==> src/rtl/env_shaper.sv <==
module env_shaper #(
  parameter int PER_W = 16,
  parameter int LVL_W = 4
) (
  input  logic             clk,
  input  logic             rst_n,
  input  logic             tick,
  input  logic [PER_W-1:0] period,
  input  logic [3:0]       shape,
  input  logic             shape_wr,
  output logic [LVL_W-1:0] level
);
  localparam logic [LVL_W-1:0] LVL_TOP = {LVL_W{1'b1}};

  logic [PER_W-1:0] cnt;
  logic [LVL_W-1:0] pos;
  logic [3:0]       shp;
  logic             up, held, hold_hi;

  wire [PER_W-1:0] per_m1 = (period == '0) ? '0 : period - PER_W'(1);
  wire             last   = (cnt >= per_m1);

  assign level = held ? {LVL_W{hold_hi}} : (up ? pos : ~pos);

  always_ff @(posedge clk) begin
    if (!rst_n) begin
      cnt <= '0; pos <= '0; shp <= '0;
      up <= 1'b0; held <= 1'b1; hold_hi <= 1'b0;
    end else if (shape_wr) begin
      shp <= shape; cnt <= '0; pos <= '0;
      up <= shape[2]; held <= 1'b0;
    end else if (tick && !held) begin
      if (last) begin
        cnt <= '0;
        if (pos == LVL_TOP) begin
          if (!shp[3] || shp[0]) begin
            held    <= 1'b1;
            hold_hi <= shp[3] & (shp[2] ^ shp[1]);
          end else begin
            pos <= '0;
            up  <= up ^ shp[1];
          end
        end else begin
          pos <= pos + 1'b1;
        end
      end else begin
        cnt <= cnt + 1'b1;
      end
    end
  end

  p_idle_stable_r10: assert property (@(posedge clk) disable iff (!rst_n)
    (!tick && !shape_wr) |=> $stable(level));

  p_held_frozen_r9: assert property (@(posedge clk) disable iff (!rst_n)
    (held && !shape_wr) |=> $stable(level));

  p_restart_level_r3: assert property (@(posedge clk) disable iff (!rst_n)
    shape_wr |=> (level == ($past(shape[2]) ? '0 : LVL_TOP)));

  p_single_step_r4: assert property (@(posedge clk) disable iff (!rst_n)
    (!shape_wr && !held && pos != LVL_TOP) |=>
      (level == $past(level) || level == $past(level) + 1'b1 ||
       level == $past(level) - 1'b1));

  p_quiet_end_r7: assert property (@(posedge clk) disable iff (!rst_n)
    (held && !shp[3]) |-> (level == '0));
endmodule

==> config.mk <==
export PLATFORM = sky130hd
export DESIGN_NAME = env_shaper
export DESIGN_NICKNAME = d
export VERILOG_FILES = /design/src/rtl/env_shaper.sv
export SDC_FILE = /design/constraint.sdc
export NUM_CORES = 1
export LEC_CHECK = 0
export CAP_MARGIN = 15
export CELL_PAD_IN_SITES_DETAIL_PLACEMENT = 1
export CELL_PAD_IN_SITES_GLOBAL_PLACEMENT = 1
export CORE_UTILIZATION = 25
export DETAILED_ROUTE_END_ITERATION = 8
export GPL_ROUTABILITY_DRIVEN = 1
export PLACE_DENSITY_LB_ADDON = 0.1
export SLEW_MARGIN = 20
export SYNTH_ARGS = -nofsm -noshare
export SYNTH_HDL_FRONTEND = slang
export SYNTH_SLANG_ARGS = --single-unit
==> constraint.sdc <==
create_clock -name clk -period 9.7 [get_ports clk]
set_input_delay 1.455 -clock clk [delete_from_list [all_inputs] [get_ports clk]]
set_output_delay 1.455 -clock clk [all_outputs]
set_load 0.005 [all_outputs]
==> out/metrics.yaml <==
status: "complete, no violations"
cts_htree_levels: 1
synth_seq_cells: 27
synth_ff_type: "dfxtp_1"
worst-setup-path-type: "in2reg"
critPathMaxFanout: 16
overflow: 0
ctsResizeCount: 0
p_leak_uw: 0.000957
synth_top_family_by_area: "simple AND/OR/NAND/NOR gates"
post-cts-setup-buffer-count: 0
clk_transition_reported_paths_ns: 0.10
p_per_area_nw_per_um2: 92.5
setup_viol: 0
finalPower_uw: 220
vias_per_cell: 4.59
initial_core_util_pct: 25.8
synth-simple-area-share_pct: 28.6
clock_path_buffers: 2
num_rows: 32
antenna_found_initial: 0
grt_start_max_net_pins: 17
syn-cell-area_um2: 1980
required_ns: 9.85
detailed_place_hpwl_um: 3880
final_common_cell: "nand2_1"
multi_input_area_um2: 1370
nets: 318
grtUsageTotal_pct: 12.0
end_kind: "register"
wl_per_cell_um: 12.7
drc_errors: 0
drtAntennaViolNets: 0
cts_sinks: 27
synth_edf_count: 0
crit_path_start_kind: "primary input"
slew_headroom_pct: 55.8
synthXorXnorAreaFrac_pct: 14.6
slew_violations: 0
grt_pass1_vias: 1702
io-pin-count: 28
cts-root-buf: "clkbuf_8"
synthCells: 249
seq_area_frac_synth_pct: 27.3
syn_nets: 293
synth-compound-area-share_pct: 10.5
crit_arrival_ns: 5.66
cts-buffers-inserted: 3
dr.pass1.iters: 4
grt_pass1_wl_um: 8200
async_reset_ff_share_pct: 0
seqCellArea_um2: 541
drt_iter0_drc: 40
synth_cell_type_count: 40
num_vias: 1722
die_h_um: 91.0
syn_avg_cell_area_um2: 7.95
wl_um: 4770
synthMuxAreaShare_pct: 3.03
grt_setup_unrepaired: "false"
setup_tns_ns: 0
die_w_um: 91.0
fin_crit_sh_pct: 56.8
layout.filler_cells: 955
antenna_cells: 0
postCtsHoldBufs: 0
io_buffers: 27
die-area_um2: 8280
layout_common_cells: "46 x nand2_1, 28 x nor2_1, 27 x dfxtp_1, 27 x clkdlybuf4s50_1, 21 x xor2_1"
worst_pin_slew_ns: 0.664
core_um2: 7690
clkLatencyLatePin_ns: 0.28
hold_viol: 0
gp_congestion: 0.742
area_growth_pct: 20.3
cts_tree: "built"
holdCritPathClass: "reg2reg"
max_freq_mhz: 182
cap_viol_max_count: 0
synthAdderAreaFrac_pct: 12.6
ir_drop_mv: 0.0429
drive_gt1_share_pct: 3.66
fin_worst_skew_ns: 0.00372
timing.final.crit_period_ns: 5.51
ys_warn_count: 0
==> Yosys cell counts (4+ instances only) <==
cell type  instances  area [um^2]
and3_1             4         25.0
clkbuf_1           4         15.0
nor2b_1            5         31.3
nor3_1             6         30.0
mux2i_1            6         60.1
o21ai_0            7         35.0
nand2b_1           9         56.3
nor4_1             4         25.0
nor2_1            28          105
nand2_1           46          173
nand3_1            5         25.0
a21oi_1           10         50.1
dfxtp_1           27          541
ha_1              20          250
xnor2_1           12          105
nand4_1            4         25.0
inv_1              6         22.5
xor2_1            21          184
==> final timing paths <==
check,endpoint,from,cells after the start,slack [ns]
hold reg to reg,hold_hi,hold_hi,2,0.47
setup / recovery,cnt[6],period[3],13,4.19
setup reg to reg,cnt[6],cnt[10],7,6.85
hold / removal,hold_hi,hold_hi,2,0.47
==> metal layers <==
| layer | track usage, % | vias to the layer above | share of wire (%) |
|---|---|---|---|
| met2 | 18.4 | 7 | 42 |
| met3 | 2.01 | 5 | 1.4 |
| li1 | - | 901 | - |
| met4 | 1.98 | 0 | 0.54 |
| met5 | 0 | - | 0 |
| met1 | 17.9 | 809 | 56 |
==> critical path, stage by stage <==
cell and delay (ns):
clkdlybuf4s50_1 0.46, nor4_1 0.57, nand2_1 0.24, nor4b_1 0.34
xor2_1 0.21, nand2_1 0.08, ha_1 0.30, nand4_1 0.12
or4_1 0.53, o32a_2 0.38, a21oi_4 0.27, nand2b_1 0.58
nor2_1 0.11
==> sequential cells by signal, indices dropped and copies added (netlist names) <==
register and count:
up 1, pos 4, held 1, cnt 16, hold_hi 1, shp 4
==> stage by stage <==
stage                     instances  instance area (um^2)  hold slack (ns)  worst slack (ns)  utilization [%]
after floorplan                 249                  1980            0.438              5.04                -
after global placement          371                  2330            0.450              3.93             30.4
after detailed placement        371                  2330            0.457              3.79             30.4
after CTS                       375                  2380            0.480              4.10             31.0
after global routing            375                  2380            0.512              3.81             31.0
final                           375                  2380            0.474              4.19             31.0
==> final cells by class <==
cell class | count | share of cell area (%)
clock buffer | 3 | 1.73
inverter | 6 | 0.945
sequential | 27 | 22.7
clock inverter | 1 | 0.315
multi-input combinational | 209 | 57.6
tap | 102 | 5.36
timing repair buffer | 27 | 11.3
==> power by group <==
part	switching, uW	internal (uW)
clock	38.9	29.2
combinational	17.1	20.3
sequential	2.19	112
==> kinds of logic (layout without fill, tap and decap cells) <==
logic type,after synthesis,count (layout)
buffers and inverters,13,37
DFF,27,27
muxes,6,6
and+or+nand+nor,120,120
xor gates and xnor gates,33,33
adders and majority gates,20,20
AOI/OAI and AO/OA,30,30
(Power assumes the default switching activity.)
